**config.mk**
```make
export PLATFORM = sky130hd
export DESIGN_NAME = sram_strobe_gen
export DESIGN_NICKNAME = d
export VERILOG_FILES = /design/src/rtl/sram_tim_pkg.sv /design/src/rtl/sram_cfg_reg.sv /design/src/rtl/sram_cycle_fsm.sv /design/src/rtl/sram_strobe_out.sv /design/src/rtl/sram_strobe_gen.sv
export SDC_FILE = /design/constraint.sdc
export NUM_CORES = 1
export LEC_CHECK = 0
export BUFFER_PORTS_ARGS = -buffer_cell sky130_fd_sc_hd__buf_2
export CAP_MARGIN = 10
export CORE_MARGIN = 2
export CORE_UTILIZATION = 45
export CTS_BUF_LIST = sky130_fd_sc_hd__clkbuf_8
export DETAILED_ROUTE_END_ITERATION = 10
export PLACE_DENSITY_LB_ADDON = 0.15
export SETUP_SLACK_MARGIN = 0.3
export SLEW_MARGIN = 30
export SYNTH_ARGS = -nofsm -noshare
export SYNTH_HDL_FRONTEND = slang
export SYNTH_SLANG_ARGS = --single-unit
```
**constraint.sdc**
```tcl
create_clock -name clk -period 2.35 [get_ports clk]
set_clock_uncertainty 0.1 [all_clocks]
set_input_delay 0 -clock clk [delete_from_list [all_inputs] [get_ports clk]]
set_output_delay 0 -clock clk [all_outputs]
set_load 0.02 [all_outputs]
```
**src/rtl/sram_tim_pkg.sv**
```systemverilog
// Shared types for the SRAM strobe sequencer.
// Assumes: the configuration layout below is the software-visible one.
package sram_tim_pkg;

    localparam int RW_BITS  = 4;   // read wait field width
    localparam int WW_BITS  = 3;   // write wait code width
    localparam int SU_BITS  = 2;   // setup code width
    localparam int CNT_W    = RW_BITS;

    localparam int RW_LSB   = 0;
    localparam int WW_LSB   = 4;
    localparam int SU_LSB   = 8;
    localparam int BM_BIT   = 12;

    typedef enum logic [2:0] {
        ST_IDLE, ST_SETUP, ST_STROBE, ST_HOLD, ST_DONE
    } seq_state_t;

    typedef struct packed {
        logic               bmode;
        logic [SU_BITS-1:0] setup;
        logic [WW_BITS-1:0] wwait;
        logic [RW_BITS-1:0] rwait;
    } tim_cfg_t;

endpackage

```
**src/rtl/sram_cfg_reg.sv**
```systemverilog
// Timing configuration register.
// Holds read wait, write wait code, setup code and byte-select mode.
// Unused bit positions are not stored and read back as zero.
// Assumes: one write per cycle; synchronous active-low reset clears to zero.
module sram_cfg_reg
    import sram_tim_pkg::*;
#(
    parameter int REG_W = 16
) (
    input  logic             clk,
    input  logic             rst_n,
    input  logic             cfg_we,
    input  logic [REG_W-1:0] cfg_wdata,
    output tim_cfg_t         cfg_o,
    output logic [REG_W-1:0] cfg_rdata
);

    tim_cfg_t cfg_q;

    // Capture the used fields on a write
    always_ff @(posedge clk) begin
        if (!rst_n) begin
            cfg_q <= '0;
        end else if (cfg_we) begin
            cfg_q.rwait <= cfg_wdata[RW_LSB +: RW_BITS];
            cfg_q.wwait <= cfg_wdata[WW_LSB +: WW_BITS];
            cfg_q.setup <= cfg_wdata[SU_LSB +: SU_BITS];
            cfg_q.bmode <= cfg_wdata[BM_BIT];
        end
    end

    // Rebuild the read-back word with unused bits at zero
    always_comb begin
        cfg_rdata                    = '0;
        cfg_rdata[RW_LSB +: RW_BITS] = cfg_q.rwait;
        cfg_rdata[WW_LSB +: WW_BITS] = cfg_q.wwait;
        cfg_rdata[SU_LSB +: SU_BITS] = cfg_q.setup;
        cfg_rdata[BM_BIT]            = cfg_q.bmode;
    end

    assign cfg_o = cfg_q;

endmodule

```
**src/rtl/sram_cycle_fsm.sv**
```systemverilog
// Access sequencer: IDLE -> SETUP (S cycles) -> STROBE (W+1 cycles)
// -> HOLD (1) -> DONE (1) -> IDLE.
// Latches the request and the effective timing at acceptance.
// Assumes: requests are only taken while req_ready is high.
module sram_cycle_fsm
    import sram_tim_pkg::*;
#(
    parameter int AW = 16,
    parameter int DW = 16,
    parameter int NB = DW/8
) (
    input  logic          clk,
    input  logic          rst_n,
    input  tim_cfg_t      cfg,
    input  logic          req_valid,
    input  logic          req_write,
    input  logic [AW-1:0] req_addr,
    input  logic [DW-1:0] req_wdata,
    input  logic [NB-1:0] req_be,
    output logic          req_ready,
    output logic [AW-1:0] mem_addr,
    output logic [DW-1:0] mem_wdata,
    output logic [NB-1:0] be_q,
    output logic          wr_q,
    output logic          bmode_q,
    output logic          cs_act,
    output logic          strobe_ph,
    output logic          done
);

    seq_state_t       state;
    logic [CNT_W-1:0] cnt;
    logic [CNT_W-1:0] wait_q;
    logic [CNT_W-1:0] wait_sel;
    logic             accept;

    assign accept = req_valid && (state == ST_IDLE);

    // Pick the wait count for this request; write code 0 borrows the read count
    always_comb begin
        if (req_write && (cfg.wwait != '0))
            wait_sel = CNT_W'(cfg.wwait - 1'b1);
        else
            wait_sel = cfg.rwait;
    end

    // Sequence state and cycle counter
    always_ff @(posedge clk) begin
        if (!rst_n) begin
            state <= ST_IDLE;
            cnt   <= '0;
        end else begin
            case (state)
                ST_IDLE: if (accept) begin
                    if (cfg.setup == '0) begin
                        state <= ST_STROBE;
                        cnt   <= wait_sel;
                    end else begin
                        state <= ST_SETUP;
                        cnt   <= CNT_W'(cfg.setup - 1'b1);
                    end
                end
                ST_SETUP: begin
                    if (cnt == '0) begin
                        state <= ST_STROBE;
                        cnt   <= wait_q;
                    end else begin
                        cnt <= cnt - 1'b1;
                    end
                end
                ST_STROBE: begin
                    if (cnt == '0) state <= ST_HOLD;
                    else           cnt   <= cnt - 1'b1;
                end
                ST_HOLD: state <= ST_DONE;
                default: state <= ST_IDLE;
            endcase
        end
    end

    // Request and timing capture at acceptance
    always_ff @(posedge clk) begin
        if (!rst_n) begin
            mem_addr  <= '0;
            mem_wdata <= '0;
            be_q      <= '0;
            wr_q      <= 1'b0;
            bmode_q   <= 1'b0;
            wait_q    <= '0;
        end else if (accept) begin
            mem_addr  <= req_addr;
            mem_wdata <= req_wdata;
            be_q      <= req_be;
            wr_q      <= req_write;
            bmode_q   <= cfg.bmode;
            wait_q    <= wait_sel;
        end
    end

    // Status decodes
    assign req_ready = (state == ST_IDLE);
    assign cs_act    = (state == ST_SETUP) || (state == ST_STROBE) || (state == ST_HOLD);
    assign strobe_ph = (state == ST_STROBE);
    assign done      = (state == ST_DONE);

    // completion lasts one cycle and follows the hold cycle
    a_r7_done_after_hold: assert property (@(posedge clk) disable iff (!rst_n)
        done |-> ($past(state) == ST_HOLD) && !cs_act)
        else $error("done not preceded by hold");

    a_r7_done_single: assert property (@(posedge clk) disable iff (!rst_n)
        done |=> !done)
        else $error("done longer than one cycle");

    // address and data do not move while the chip is selected
    a_r8_addr_stable: assert property (@(posedge clk) disable iff (!rst_n)
        (cs_act && $past(cs_act)) |-> ($stable(mem_addr) && $stable(mem_wdata)))
        else $error("address or data changed during access");

    // latched timing does not move during a busy period
    a_r9_cfg_frozen: assert property (@(posedge clk) disable iff (!rst_n)
        (!req_ready && $past(!req_ready)) |-> ($stable(wait_q) && $stable(bmode_q)))
        else $error("timing changed mid-access");

endmodule

```
**src/rtl/sram_strobe_out.sv**
```systemverilog
// Falling-edge strobe stage and mode-dependent output mapping.
// Delays the strobe phase by half a cycle so setup becomes S+0.5 cycles.
// Assumes: inputs change only on rising edges.
module sram_strobe_out #(
    parameter int NB = 2
) (
    input  logic          clk,
    input  logic          rst_n,
    input  logic          strobe_ph,
    input  logic          cs_act,
    input  logic          wr_q,
    input  logic          bmode_q,
    input  logic [NB-1:0] be_q,
    output logic          rd_n,
    output logic [NB-1:0] we_n,
    output logic          rdwr_n
);

    logic str_q;

    // Half-cycle shifted strobe timing
    always_ff @(negedge clk) begin
        if (!rst_n) str_q <= 1'b0;
        else        str_q <= strobe_ph;
    end

    // Read strobe for read accesses only
    assign rd_n = !(str_q && !wr_q);

    // Direction signal: whole write cycle in mode 0, strobe timing in mode 1
    assign rdwr_n = bmode_q ? !(str_q && wr_q) : !(cs_act && wr_q);

    // Per-lane write strobes
    for (genvar i = 0; i < NB; i++) begin : g_lane
        assign we_n[i] = bmode_q ? !(cs_act && be_q[i])
                                 : !(str_q && wr_q && be_q[i]);
    end

    // a strobe is never active outside chip select
    a_r7_rd_inside_cs: assert property (@(posedge clk) disable iff (!rst_n)
        !rd_n |-> cs_act)
        else $error("read strobe outside chip select");

    a_r5_we_inside_cs: assert property (@(posedge clk) disable iff (!rst_n)
        (we_n != {NB{1'b1}}) |-> cs_act)
        else $error("write strobe outside chip select");

endmodule

```
**src/rtl/sram_strobe_gen.sv**
```systemverilog
// Top level of the SRAM access strobe sequencer.
// Joins the configuration register, access sequencer and strobe stage.
// Assumes: single chip-select area, requests honoured only when req_ready.
module sram_strobe_gen
    import sram_tim_pkg::*;
#(
    parameter int AW    = 16,
    parameter int DW    = 16,
    parameter int REG_W = 16,
    localparam int NB   = DW/8
) (
    input  logic             clk,
    input  logic             rst_n,
    input  logic             cfg_we,
    input  logic [REG_W-1:0] cfg_wdata,
    output logic [REG_W-1:0] cfg_rdata,
    input  logic             req_valid,
    input  logic             req_write,
    input  logic [AW-1:0]    req_addr,
    input  logic [DW-1:0]    req_wdata,
    input  logic [NB-1:0]    req_be,
    output logic             req_ready,
    output logic [AW-1:0]    mem_addr,
    output logic [DW-1:0]    mem_wdata,
    output logic             cs_n,
    output logic             rd_n,
    output logic [NB-1:0]    we_n,
    output logic             rdwr_n,
    output logic             done
);

    tim_cfg_t      cfg;
    logic [NB-1:0] be_q;
    logic          wr_q, bmode_q, cs_act, strobe_ph;

    sram_cfg_reg #(.REG_W(REG_W)) u_cfg (
        .clk       (clk),
        .rst_n     (rst_n),
        .cfg_we    (cfg_we),
        .cfg_wdata (cfg_wdata),
        .cfg_o     (cfg),
        .cfg_rdata (cfg_rdata)
    );

    sram_cycle_fsm #(.AW(AW), .DW(DW), .NB(NB)) u_fsm (
        .clk       (clk),
        .rst_n     (rst_n),
        .cfg       (cfg),
        .req_valid (req_valid),
        .req_write (req_write),
        .req_addr  (req_addr),
        .req_wdata (req_wdata),
        .req_be    (req_be),
        .req_ready (req_ready),
        .mem_addr  (mem_addr),
        .mem_wdata (mem_wdata),
        .be_q      (be_q),
        .wr_q      (wr_q),
        .bmode_q   (bmode_q),
        .cs_act    (cs_act),
        .strobe_ph (strobe_ph),
        .done      (done)
    );

    sram_strobe_out #(.NB(NB)) u_out (
        .clk       (clk),
        .rst_n     (rst_n),
        .strobe_ph (strobe_ph),
        .cs_act    (cs_act),
        .wr_q      (wr_q),
        .bmode_q   (bmode_q),
        .be_q      (be_q),
        .rd_n      (rd_n),
        .we_n      (we_n),
        .rdwr_n    (rdwr_n)
    );

    // Chip select follows the active phases of the sequencer
    assign cs_n = !cs_act;

    // never ready while the chip is selected
    a_r8_busy_not_ready: assert property (@(posedge clk) disable iff (!rst_n)
        !cs_n |-> !req_ready)
        else $error("ready during access");

endmodule

```
==> flow_summary.ini, run 1 <==
[timing]
setup_slack_ns = -0.105
timing.setup.tns_ns = -0.208
finalMaxSlewViolations = 0
hold_viol_final = 0
setup_viol = 2
relSlewSlack_pct = 61.2
worst_slew_pin_slew_ns = 0.581
rsz0062_at_grt = true

[yosys]
synth_edf_count = 0
syn_avg_cell_area_um2 = 8.08
netlist_area_um2 = 2590
ys_ff_latch = 58
synth_flop_cell = dfxtp_1
yosysSeqAreaShare_pct = 44.8
syn-instance-count = 321
synth_warnings = 0
synthArstFlopShare_pct = 0
synth_cell_types = 44

[floorplanning]
core_area_um2 = 5540
die_x_um = 79.9
initial_core_util_pct = 46.8
num_rows = 27
dieArea_um2 = 6380
dieHeight_um = 79.9
io_pins = 110

[placement]
dpl_cell_area_um2 = 3110
post-dp-hpwl_mm = 4.35
port_buffers = 97
gp_congestion = 0.855
pre_cts_ws_ns = 0.219

[worst_setup_path]
worstSetupPathType = reg -> out
start_kind = flop
worst-path-max-fanout = 3
ff2ff_path_depth = 3
worstPathRequired_ns = 2.25
rrSetupSlack_ns = 0.35
startpoint = u_out.str_q
arrival_ns = 2.36
regToRegStartpoint = u_fsm.state[2]
r2r_end = u_out.str_q
cp-end-kind = primary output

[grt]
busiest_layer = met2
grt_start_max_net_pins = 42
grt.met3_usage_pct = 7.01
antenna_found_initial = 0
grtUsageMet2_pct = 41.3
grt_pass1_vias = 2589
grt.met1_usage_pct = 24.5
grt_overflow = 0
track_usage_pct = 22.9
grt_pass1_wl_mm = 11.3

[clock_tree]
cts.root.buffer_cell = clkbuf_8
cts_buffers = 9
clkSinkCount = 58
htree_levels = 3
worstSkewPairLatency_ns = 0.33
clk_path_buf_depth = 2
path_clk_slew_ns = 0.06
tritoncts = yes

[worst_hold_path]
min_from = cfg_we
holdPathEnd = u_cfg.cfg_o[7]
whs_path_depth = 3
min_path_type = in -> reg

[detailed_routing]
via_per_inst = 5.03
avgRoutedWirePerCell_um = 13.3
first_iter_violations = 130
vias = 2708
drt-pass1-iter-count = 4
drc_errors = 0
detail-route-antenna-nets = 0
drt-total-wl_mm = 7.13

[layout]
fillers = 437
finish.utilization_pct = 69.5
syn_to_final_growth_pct = 48.6
final_cell_mix = buf_2, nand2_1, dfxtp_1
layout_commonest_cell = buf_2
diodes = 0
fin_nets = 521
drive_gt1_share_pct = 29.8
final_area_um2 = 3850

[run]
cap_violations = 0

[pwr]
pwr_density_cell_nw_per_um2 = 996
vdd_drop_max_mv = 0.630
power_mw = 3.84
leakage_nw = 1.74

[status]
status = finished, violations left
violations = negative setup slack
-- cell type report --
class / count / area (µm²) / share of cell area, %
Multi-Input combinational cell: 232 / 1310 / 34.0
Sequential cell: 58 / 1170 / 30.3
Timing Repair Buffer: 151 / 1050 / 27.2
Clock buffer: 11 / 151 / 3.93
Tap cell: 72 / 90.1 / 2.34
Clock inverter: 5 / 46.3 / 1.20
Inverter: 9 / 41.3 / 1.07
-- Yosys cell counts, drive strengths merged, types with 2 or more instances --
cell type / instances / area share [%]
clkbuf: 8 / 1.2
nor3b: 5 / 1.6
a311oi: 2 / 0.68
o211ai: 4 / 1.4
nand2b: 5 / 1.2
dfxtp: 58 / 45
nor2: 19 / 2.8
mux2i: 13 / 5.0
or3b: 2 / 0.68
nand2: 86 / 12
ha: 4 / 1.9
nor2b: 2 / 0.48
o21ai: 6 / 1.3
inv: 10 / 1.4
a21oi: 47 / 9.1
and2: 3 / 0.72
buf: 18 / 4.3
nor3: 6 / 1.4
a211o: 3 / 1.1
a211oi: 5 / 1.6
-- worst max-delay path: stages, from the launching register on --
cell and delay (ns):
dfxtp_2 0.34, nand2_2 0.06, mux2i_2 0.19, nand2_1 0.09, buf_6 0.14
-- sequential cells by signal, summed over array words and instances (netlist names) --
signal and flops:
u_fsm.wr_q 1, u_fsm.bmode_q 1, u_fsm.state 3, u_fsm.mem_wdata 16, u_fsm.wait_q 4, u_cfg.cfg_o 10, u_fsm.be_q 2, u_out.str_q 1
u_fsm.mem_addr 16, u_fsm.cnt 4
-- timing repair --
action	4_1_cts	5_1_grt
setup buffers	0	1
setup endpoints to repair	5	8
pin swaps	1	2
hold buffers	47	0
endpoints found under the hold margin	49	0
resized for setup	7	16
-- per-stage QoR --
stage	instances	hold slack (ns)
final	538	0.0235
after global routing	538	0.0268
after CTS	537	0.0140
after detailed placement	475	0.142
after global placement	475	0.131
after floorplan	326	0.0360
-- how the worst max path moves through the flow --
stage                              to  cells after the start
after floorplan           u_out.str_q                      4
after global placement    u_out.str_q                      3
after detailed placement  u_out.str_q                      3
after CTS                     we_n[1]                      4
after global routing          we_n[1]                      4
final                         we_n[1]                      4
-- where the power goes --
group / internal, mW / switching, mW
Clock: 0.534 / 0.365
Combinational: 0.677 / 0.955
Sequential: 1.17 / 0.140
Total: 2.38 / 1.46
-- metal layers --
| metal | part of all wire [%] | vias to the layer above | wire length, µm |
|---|---|---|---|
| li1 | - | 1352 | - |
| met1 | 41 | 1237 | 2960 |
| met2 | 51 | 104 | 3620 |
| met3 | 5.9 | 15 | 418 |
| met4 | 1.8 | 0 | 131 |
| met5 | 0 | - | 0 |
-- kinds of logic after synthesis --
family	count (synthesis)	synth area share, %
compound gates	77	18.5
fa+ha+maj	4	1.93
mux	13	5.02
buf+inv	36	6.95
other cells	1	0.145
simple gates	131	22.1
flops	58	44.8
xor+xnor	1	0.628
No activity file was read; power rests on OpenSTA's default activity.
==> run 2: changes to the inputs <==
CORE_UTILIZATION = 49   (was 45)
==> flow_summary.ini, run 2 (same netlist as run 1, synthesis figures left out) <==
[pwr]
vdd_drop_max_mv = 0.764
leakage_nw = 1.76
pwr_density_cell_nw_per_um2 = 1040

[layout]
fillers = 379
fin_nets = 524
syn_to_final_growth_pct = 50.2
final_cell_mix = buf_2, nand2_1, dfxtp_1
finish.utilization_pct = 76.2
drive_gt1_share_pct = 30.6
fin_cells = 540
diodes = 0
layout_commonest_cell = buf_2

[placement]
post-dp-hpwl_mm = 4.37
dpl.cell_count = 474
gp_congestion = 0.833
port_buffers = 97

[detailed_routing]
detail-route-antenna-nets = 0
first_iter_violations = 138
drt-pass1-iter-count = 4
via_per_inst = 5.08
drc_errors = 0
avgRoutedWirePerCell_um = 13.8
drt-total-wl_mm = 7.43
vias = 2743

[run]
cap_violations = 0

[status]
status = finished, violations left
violations = negative setup slack

[grt]
antenna_found_initial = 0
busiest_layer = met2
grt.met1_usage_pct = 30.4
grtUsageMet2_pct = 45.1
grt_start_max_net_pins = 42
grt_overflow = 0
grt.met3_usage_pct = 5.18
grt_pass1_vias = 2639
track_usage_pct = 25.9
grt_pass1_wl_mm = 12.3

[floorplanning]
num_rows = 26
dieHeight_um = 76.7
core_area_um2 = 5110
io_pins = 110
die_x_um = 76.7
dieArea_um2 = 5890
initial_core_util_pct = 50.8

[clock_tree]
clk_path_buf_depth = 2
tritoncts = yes
htree_levels = 3
cts_buffers = 9
worstSkewPairLatency_ns = 0.32
path_clk_slew_ns = 0.07
clkSinkCount = 58
cts.root.buffer_cell = clkbuf_8

[timing]
rsz0062_at_grt = true
timing.setup.tns_ns = -0.264
whs_ns = 0.0374
finalMaxSlewViolations = 0
setup_viol = 3
setup_slack_ns = -0.107
hold_viol_final = 0

[worst_setup_path]
critPathSlowestCell = dfxtp_2
arrival_ns = 2.36
cp-end-kind = primary output
cp_cell_sequence = nand2_2 -> mux2i_2 -> nand2_1 -> buf_6
crit_family = flip-flops
regToRegStartpoint = u_fsm.state[2]
cp.buffers_inverters = 1
worstPathRequired_ns = 2.25
startpoint = u_out.str_q
worstSetupPathType = reg -> out
slowest_delay_ns = 0.32
worst-path-max-fanout = 2
start_kind = flop

[worst_hold_path]
min_from = cfg_we
min_path_type = in -> reg
run 2: cell count changes in the layout (fill, tap and decap cells not counted), sizes merged:
cell | before | now
inv | 11 | 10
clkbuf | 11 | 12
clkinvlp | 0 | 1
clkinv | 2 | 1
buf | 104 | 107
bufinv | 1 | 2
run 2: cell type report:
cell class,count,area [µm²],area share [%]
clock inverter,5,76.3,1.96
clock buffer,12,165,4.24
sequential,58,1170,30.0
inverter,9,38.8,0.996
tap,70,87.6,2.25
timing repair buffer,154,1060,27.1
multi-input combinational,232,1300,33.5
run 2: through the flow:
step	instance area (µm²)	setup WS, ns	total power, mW
floorplan	2630	0.302	2.43
global placement	3100	0.233	2.77
detailed placement	3100	0.220	2.80
CTS	3830	-0.101	3.94
global route	3890	-0.176	4.29
finish	3890	-0.107	4.04
run 2: worst paths after layout:
| kind | slack [ns] | depth (start not counted) | to |
|---|---|---|---|
| hold reg to reg | 0.35 | 2 | u_fsm.mem_wdata[12] |
| setup reg to reg | 0.35 | 3 | u_out.str_q |
| setup / recovery | -0.11 | 4 | we_n[1] |
| hold / removal | 0.04 | 3 | u_cfg.cfg_o[9] |
run 2: worst min-delay path: cells and delay by family:
family	cells	cell delay (ns)
simple gates	1	0.07
mux	1	0.15
buf+inv	1	0.20
run 2: power breakdown:
group	switching, mW	leakage, nW	internal [mW]
clock network	0.391	0.124	0.685
registers	0.145	0.478	1.17
logic	0.966	1.16	0.690
total	1.50	1.76	2.54
run 2: per-layer routing:
layer / share of wire [%] / vias to the layer above
met5: 0 / -
met4: 1.8 / 0
met3: 4.7 / 15
met2: 50 / 89
met1: 43 / 1277
li1: - / 1362
run 2: what timing repair did:
item	4_1_cts	5_1_grt
buffers inserted	1	2
hold buffers	47	0
gates resized for setup	7	14
pin swaps	1	2
endpoints found under the setup margin	5	9
hold endpoints to repair	49	0
